$ cat src/rtl/uart_rx_pkg.sv
package uart_rx_pkg;
  typedef enum logic [2:0] {
    RX_IDLE, RX_START, RX_DATA, RX_STOP, RX_WAIT_HI
  } rx_state_e;

  typedef struct packed {
    logic fe;
    logic nf;
    logic pe;
    logic brk;
  } rx_err_t;
endpackage

$ cat src/rtl/uart_rx_sync.sv
module uart_rx_sync #(
  parameter int STAGES = 2
) (
  input  logic clk,
  input  logic rst,
  input  logic din,
  output logic dout
);
  logic [STAGES-1:0] chain;

  generate
    for (genvar g = 0; g < STAGES; g++) begin : g_stage
      if (g == 0) begin : g_first
        always_ff @(posedge clk) chain[g] <= rst ? 1'b1 : din;
      end else begin : g_rest
        always_ff @(posedge clk) chain[g] <= rst ? 1'b1 : chain[g-1];
      end
    end
  endgenerate

  assign dout = chain[STAGES-1];
endmodule

$ cat src/rtl/uart_rx_vote.sv
module uart_rx_vote #(
  parameter int OSR = 16
) (
  input  logic clk,
  input  logic rst,
  input  logic tick,
  input  logic line,
  input  logic align,
  output logic bit_vld,
  output logic bit_val,
  output logic bit_noisy
);
  localparam int W    = $clog2(OSR);
  localparam int S_LO = OSR / 2 - 1;
  localparam int S_MD = OSR / 2;
  localparam int S_HI = OSR / 2 + 1;

  logic [W-1:0] idx;
  logic [W-1:0] nxt;
  logic         s_lo, s_md;

  assign nxt = (idx == W'(OSR - 1)) ? '0 : idx + 1'b1;

  always_ff @(posedge clk) begin
    if (rst) begin
      idx       <= '0;
      s_lo      <= 1'b1;
      s_md      <= 1'b1;
      bit_vld   <= 1'b0;
      bit_val   <= 1'b1;
      bit_noisy <= 1'b0;
    end else begin
      bit_vld <= 1'b0;
      if (align) begin
        idx <= W'(1);
      end else if (tick) begin
        idx <= nxt;
        if (nxt == W'(S_LO)) s_lo <= line;
        if (nxt == W'(S_MD)) s_md <= line;
        if (nxt == W'(S_HI)) begin
          bit_vld   <= 1'b1;
          bit_val   <= (s_lo & s_md) | (s_lo & line) | (s_md & line);
          bit_noisy <= !((s_lo == s_md) && (s_md == line));
        end
      end
    end
  end

  // one decision per bit, never two in a row
  p_vote_pulse_r3: assert property (@(posedge clk) disable iff (rst)
    bit_vld |=> !bit_vld);
endmodule

$ cat src/rtl/uart_rx_frame.sv
module uart_rx_frame
  import uart_rx_pkg::*;
#(
  parameter int DATA_W = 9
) (
  input  logic              clk,
  input  logic              rst,
  input  logic              tick,
  input  logic              line,
  input  logic              nine_bit,
  input  logic              par_en,
  input  logic              par_odd,
  input  logic              bit_vld,
  input  logic              bit_val,
  input  logic              bit_noisy,
  output logic              align,
  output logic              active,
  output logic              done,
  output logic [DATA_W-1:0] data,
  output rx_err_t           err
);
  localparam int CW = $clog2(DATA_W);

  rx_state_e         st;
  logic [CW-1:0]     cnt;
  logic [CW-1:0]     last_idx;
  logic [DATA_W-1:0] shf;
  logic              noisy;
  logic              zero_field;

  assign align      = (st == RX_IDLE) && tick && !line;
  assign active     = (st != RX_IDLE);
  assign last_idx   = nine_bit ? CW'(DATA_W - 1) : CW'(DATA_W - 2);
  assign zero_field = (shf == '0);

  always_ff @(posedge clk) begin
    if (rst) begin
      st    <= RX_IDLE;
      cnt   <= '0;
      shf   <= '0;
      noisy <= 1'b0;
      done  <= 1'b0;
      data  <= '0;
      err   <= '0;
    end else begin
      done <= 1'b0;
      case (st)
        RX_IDLE: if (align) begin
          st    <= RX_START;
          cnt   <= '0;
          shf   <= '0;
          noisy <= 1'b0;
        end
        RX_START: if (bit_vld) begin
          if (bit_val) st <= RX_IDLE;
          else begin
            st    <= RX_DATA;
            noisy <= bit_noisy;
          end
        end
        RX_DATA: if (bit_vld) begin
          shf[cnt] <= bit_val;
          noisy    <= noisy | bit_noisy;
          cnt      <= cnt + 1'b1;
          if (cnt == last_idx) st <= RX_STOP;
        end
        RX_STOP: if (bit_vld) begin
          done    <= 1'b1;
          data    <= (!bit_val && zero_field) ? '0 : shf;
          err.fe  <= !bit_val;
          err.brk <= !bit_val && zero_field;
          err.nf  <= noisy | bit_noisy;
          err.pe  <= par_en && ((^shf) != par_odd);
          st      <= bit_val ? RX_IDLE : RX_WAIT_HI;
        end
        RX_WAIT_HI: if (tick && line) st <= RX_IDLE;
        default: st <= RX_IDLE;
      endcase
    end
  end

  // a low line keeps the receiver parked after a low stop bit
  p_park_low_r9: assert property (@(posedge clk) disable iff (rst)
    (st == RX_WAIT_HI && !line) |=> (st == RX_WAIT_HI));
endmodule

$ cat src/rtl/uart_rx_brk.sv
module uart_rx_brk
  import uart_rx_pkg::*;
#(
  parameter int DATA_W      = 9,
  parameter int OSR         = 16,
  parameter int SYNC_STAGES = 2
) (
  input  logic              clk,
  input  logic              rst,
  input  logic              rxd_i,
  input  logic              baud_tick_i,
  input  logic              nine_bit_i,
  input  logic              par_en_i,
  input  logic              par_odd_i,
  input  logic              rd_i,
  output logic [DATA_W-1:0] rx_data_o,
  output logic              rdrf_o,
  output logic              fe_o,
  output logic              or_o,
  output logic              nf_o,
  output logic              pe_o,
  output logic              brk_o,
  output logic              raf_o
);
  logic              line, align, bit_vld, bit_val, bit_noisy;
  logic              active, frame_done, full_eff;
  logic [DATA_W-1:0] frame_data;
  rx_err_t           frame_err;

  uart_rx_sync #(.STAGES(SYNC_STAGES)) u_sync (
    .clk(clk), .rst(rst), .din(rxd_i), .dout(line));

  uart_rx_vote #(.OSR(OSR)) u_vote (
    .clk(clk), .rst(rst), .tick(baud_tick_i), .line(line), .align(align),
    .bit_vld(bit_vld), .bit_val(bit_val), .bit_noisy(bit_noisy));

  uart_rx_frame #(.DATA_W(DATA_W)) u_frame (
    .clk(clk), .rst(rst), .tick(baud_tick_i), .line(line),
    .nine_bit(nine_bit_i), .par_en(par_en_i), .par_odd(par_odd_i),
    .bit_vld(bit_vld), .bit_val(bit_val), .bit_noisy(bit_noisy),
    .align(align), .active(active), .done(frame_done),
    .data(frame_data), .err(frame_err));

  assign full_eff = rdrf_o && !rd_i;

  always_ff @(posedge clk) begin
    if (rst) begin
      rx_data_o <= '0;
      rdrf_o    <= 1'b0;
      fe_o      <= 1'b0;
      or_o      <= 1'b0;
      nf_o      <= 1'b0;
      pe_o      <= 1'b0;
      brk_o     <= 1'b0;
      raf_o     <= 1'b0;
    end else begin
      raf_o <= active;
      if (rd_i) begin
        rdrf_o <= 1'b0;
        fe_o   <= 1'b0;
        or_o   <= 1'b0;
        nf_o   <= 1'b0;
        pe_o   <= 1'b0;
        brk_o  <= 1'b0;
      end
      if (frame_done) begin
        if (full_eff) begin
          or_o <= 1'b1;
        end else begin
          rx_data_o <= frame_data;
          rdrf_o    <= 1'b1;
          fe_o      <= frame_err.fe;
          nf_o      <= frame_err.nf;
          pe_o      <= frame_err.pe;
          brk_o     <= frame_err.brk;
        end
      end
    end
  end

  // a break always comes with a framing error and a zero word
  p_break_zero_r7: assert property (@(posedge clk) disable iff (rst)
    brk_o |-> (fe_o && rx_data_o == '0));

  // overrun keeps the held word and the full flag
  p_overrun_hold_r10: assert property (@(posedge clk) disable iff (rst)
    $rose(or_o) |-> ($stable(rx_data_o) && rdrf_o));

  // a read with no frame landing empties the register
  p_read_clear_r11: assert property (@(posedge clk) disable iff (rst)
    (rd_i && !frame_done) |=> (!rdrf_o && !fe_o && !or_o && !brk_o));

  // a completed frame into an empty register fills it
  p_fill_r2: assert property (@(posedge clk) disable iff (rst)
    (frame_done && !rdrf_o) |=> rdrf_o);
endmodule

$ cat config.mk
export PLATFORM = sky130hd
export DESIGN_NAME = uart_rx_brk
export DESIGN_NICKNAME = d
export VERILOG_FILES = /design/src/rtl/uart_rx_pkg.sv /design/src/rtl/uart_rx_sync.sv /design/src/rtl/uart_rx_vote.sv /design/src/rtl/uart_rx_frame.sv /design/src/rtl/uart_rx_brk.sv
export SDC_FILE = /design/constraint.sdc
export NUM_CORES = 1
export LEC_CHECK = 0
export BUFFER_PORTS_ARGS = -buffer_cell sky130_fd_sc_hd__buf_2
export CORE_MARGIN = 1
export CORE_UTILIZATION = 40
export CTS_CLUSTER_DIAMETER = 30
export DETAILED_ROUTE_END_ITERATION = 10
export PLACE_DENSITY = 0.69
export RECOVER_POWER = 50
export SYNTH_ARGS = -nofsm -noshare
export SYNTH_HDL_FRONTEND = slang
export SYNTH_SLANG_ARGS = --single-unit
$ cat constraint.sdc
create_clock -name clk -period 1.9 [get_ports clk]
set_input_delay 0.19 -clock clk [delete_from_list [all_inputs] [get_ports clk]]
set_output_delay 0.19 -clock clk [all_outputs]
set_load 0.05 [all_outputs]
==> Implementation_results.wiki <==
{| class="wikitable"
! Metric !! Value
|-
| Number of buffer cells added on primary ports || 23
|-
| H-tree level count || 3
|-
| Syn Std Cell Area || 0.00264 mm^2
|-
| Die Y || a little over 80 um
|-
| Layout Cells excl Fill || 425
|-
| Post-route DRC violation count || 0
|-
| Mux contribution to synthesized area || 0.0266
|-
| Final core occ || 0.480
|-
| Fraction of final layout cells with drive strength greater than 1 || 0.109
|-
| Max-cap check violation count || 0
|-
| Number of I/O pins || 24
|-
| Min Hold Slack || 26.7 ps
|-
| Arrival time reported for the critical path endpoint || 1960 ps
|-
| Category of the critical setup timing path || flip-flop to flip-flop
|-
| Leakage power total || between 1 and 1.5 nW
|-
| Avg Synthesized Cell Area || 8.34 um^2
|-
| Number of buffer and inverter instances along the worst setup path || 0
|-
| Dpl hpwl || about 3600 um
|-
| Number of different library cells in the post-synthesis netlist || 40
|-
| Count of endpoints failing hold in the final timing report || 0
|-
| All-Layer GR Usage || 0.162
|-
| Post-synthesis register bit count || 58
|-
| Global-route wire length before repair || 9030 um
|-
| # clock sinks || 58
|-
| Average routed wire per standard cell || ~13 um
|-
| Fmax || 577 MHz
|-
| CTS tree || done
|-
| Number of rows in the core area || 29
|-
| Critical Path, Cell by Cell || ha_1 -> nand2b_1 -> o22a_1 -> and4b_1 -> mux2i_1 -> nand2_1
|-
| RSZ-0062 raised after global routing || no
|-
| Slew @ Worst Pin || 647 ps
|-
| Endpoint type of the worst setup path || flip-flop
|-
| Total Nets Final || 365
|-
| Crit share post-route || 0.913
|-
| Number of nets produced by synthesis || 338
|-
| Initial core utilization || 0.415
|-
| Path type of the worst min-delay path || input port to flip-flop
|-
| Total Wirelength || 5320 um
|-
| Area share of xor/xnor cells in the synthesized design || 0.0299
|-
| Worst-case clock skew || approximately 6 ps
|-
| Per-cell via count in the routed design || 5.17
|-
| Highest ir drop seen on vdd || 0.660 mV
|-
| Predominant post-synthesis flop cell || dfxtp_1
|-
| Post-synth EDFFs || 0
|-
| Pin count of the biggest net entering global routing || 31
|-
| Power Internal || 2.04 mW
|-
| Category of the worst setup path launch point || flip-flop
|-
| Final-layout setup total negative slack || 0 ps
|-
| Min Clock Period, post-route || around 1700 ps
|-
| TritonRoute pass-1 iters || 4
|-
| Number of fillers in the final layout || 640
|-
| Die Width || 83.2 um
|-
| Combinational share of power || 0.041
|-
| Clock edge transition at the registers on the reported setup and hold paths || about 60 ps
|-
| Cts bufs inserted || 9
|-
| Vias after detailed routing || 2,198
|-
| Synth warnings || 0
|-
| Number of nets still failing antenna checks after routing || 0
|-
| Starting DRT DRC Count || 55
|-
| Final count of negative-setup-slack endpoints || 0
|-
| Run status || finished, final reports clean
|-
| Cell area after layout || 0.00305 mm^2
|-
| Net Switching || 583 uW
|-
| Required time of the critical path || 2130 ps
|-
| Relative contribution of sequential cells to total power || 0.474
|-
| Number of slew-limit violations in the final report || 0
|-
| Worst max-slew margin expressed relative to the limit || 0.568
|-
| Via count of the first global-routing pass || roughly 2,000
|-
| Maximum number of buffers from clock root to sink || 2
|-
| Largest family of logic cells by synthesized area || simple AND/OR/NAND/NOR gates
|-
| Critical path's slowest cell || dfxtp_1
|-
| Fraction of the yosys area taken by sequential cells || 0.441
|-
| Max stage delay on crit path || 440 ps
|-
| R2R setup slack || 170 ps
|-
| Antenna violations before repair || 0
|-
| Arithmetic-cell share of the synthesized area counting full adders, half adders and majority gates || 0.0665
|-
| Share of power burned in the clock network || 0.485
|-
| Number of post-CTS setup repair buffers || 0
|-
| Routability cong. || approximately 0.77
|-
| Cell count after synthesis || about 320
|-
| Clock latency reported for the late side of the worst-skew pair || 340 ps
|-
| Maximum fanout along the worst path || 7
|-
| Area Growth Syn to Fin || 15.6%
|-
| Root buf cell || clkbuf_8
|-
| Placed instance area || 0.00285 mm^2
|-
| Async set-or-reset flop fraction in the synthesized netlist || 0
|-
| Number of inserted diodes || 0
|-
| Power density over cell area || 861 mW/mm^2
|-
| Core Region || 0.00635 mm^2
|-
| Die area || 0.00692 mm^2
|-
| Footprint of the flip-flops and latches || 0.00116 mm^2
|-
| Number of cells after detailed placement || 409
|-
| Residual overflow from global routing || 0
|-
| Commonest non-fill, non-tap cells in the layout || dfxtp_1, nand2_1, a21oi_1
|-
| Switching power as a share of total power || 0.222
|-
| Largest delay contributor family on the critical path || simple AND/OR/NAND/NOR gates
|-
| Share of the synthesized area in compound gates (AO/OA/AOI/OAI) || 0.135
|-
| Commonest non-fill, non-tap cell in the layout || dfxtp_1
|-
| Area fraction in and, or, nand and nor cells after synthesis || 0.254
|-
| Multi-input logic area || 0.00135 mm^2
|}
==> cell families (layout without fill, tap and decap cells) <==
kind of cell | after synthesis | count (layout)
AOI/OAI and AO/OA | 58 | 58
xor gates and xnor gates | 9 | 9
adders and majority gates | 14 | 14
buffers and inverters | 32 | 64
DFF | 58 | 58
muxes | 7 | 7
and+or+nand+nor | 138 | 138
==> repair_timing <==
| action | CTS | global route |
|---|---|---|
| endpoints found under the setup margin | 0 | 1 |
| gates resized for setup | 0 | 0 |
| hold buffers | 0 | 0 |
==> worst register-to-register path: stages (launching register included) <==
cell      delay, ps
dfxtp_1         440
ha_1            300
nand2b_1         80
o22a_1          200
and4b_1         340
mux2i_1         210
nand2_1          60
==> through the flow <==
step | worst slack, ps | total power, mW
after floorplan | 316 | 1.35
after global placement | 200 | 1.38
after detailed placement | 155 | 1.38
after CTS | 134 | 2.66
after global routing | 8.39 | 2.72
final | 166 | 2.62
==> flip-flops by register name, summed over array words and instances, names as in the netlist, 3 cells and up <==
register / flops
rx_data_o: 9
u_frame.cnt: 4
u_frame.data: 9
u_frame.err: 4
u_frame.shf: 9
u_frame.st: 3
u_vote.idx: 4
==> area by class of cell <==
class / count / share of cell area
repair buffers: 33 / 0.0538
clock buffers: 11 / 0.0464
well taps: 77 / 0.0316
flip-flops and latches: 58 / 0.381
multi-input cells: 226 / 0.443
clock inverters: 5 / 0.0255
inverters: 15 / 0.0185
==> routing by layer <==
layer	global-route usage	routed length, um
met5	0	0
met4	0.0564	91
met3	0.0646	266
met2	0.247	2350
met1	0.206	2610
==> path summary, 6_finish.rpt <==
path / endpoint / depth (start not counted) / startpoint
max: u_vote.bit_val / 6 / u_vote.idx[1]
min: u_sync.chain[0] / 2 / rxd_i
max reg2reg: u_vote.bit_val / 6 / u_vote.idx[1]
min reg2reg: u_sync.dout / 1 / u_sync.chain[0]
==> Yosys cell counts, types with 3 or more instances <==
library cell	instances	area, um^2
a21oi_1	39	195
nand2b_1	3	18.8
nand3b_1	5	37.5
nor3_1	5	25.0
buf_2	4	20.0
nand2_1	52	195
and2_1	3	18.8
o21ai_0	3	15.0
nand3_1	20	100
clkbuf_1	13	48.8
mux2i_1	7	70.1
inv_1	15	56.3
or2_2	3	18.8
nor2b_1	4	25.0
dfxtp_1	58	1160
xor2_1	5	43.8
nor2_1	25	93.8
nand4_1	6	37.5
xnor2_1	4	35.0
ha_1	14	175
==> power by group through the flow <==
stage	clock network [mW]	logic (mW)	registers (mW)
final	1.27	0.107	1.24
after CTS	1.31	0.109	1.24
after floorplan	0	0.0781	1.27
after detailed placement	0	0.109	1.27
after global routing	1.36	0.119	1.24
after global placement	0	0.107	1.27
No activity file was read; power rests on OpenSTA's default activity.
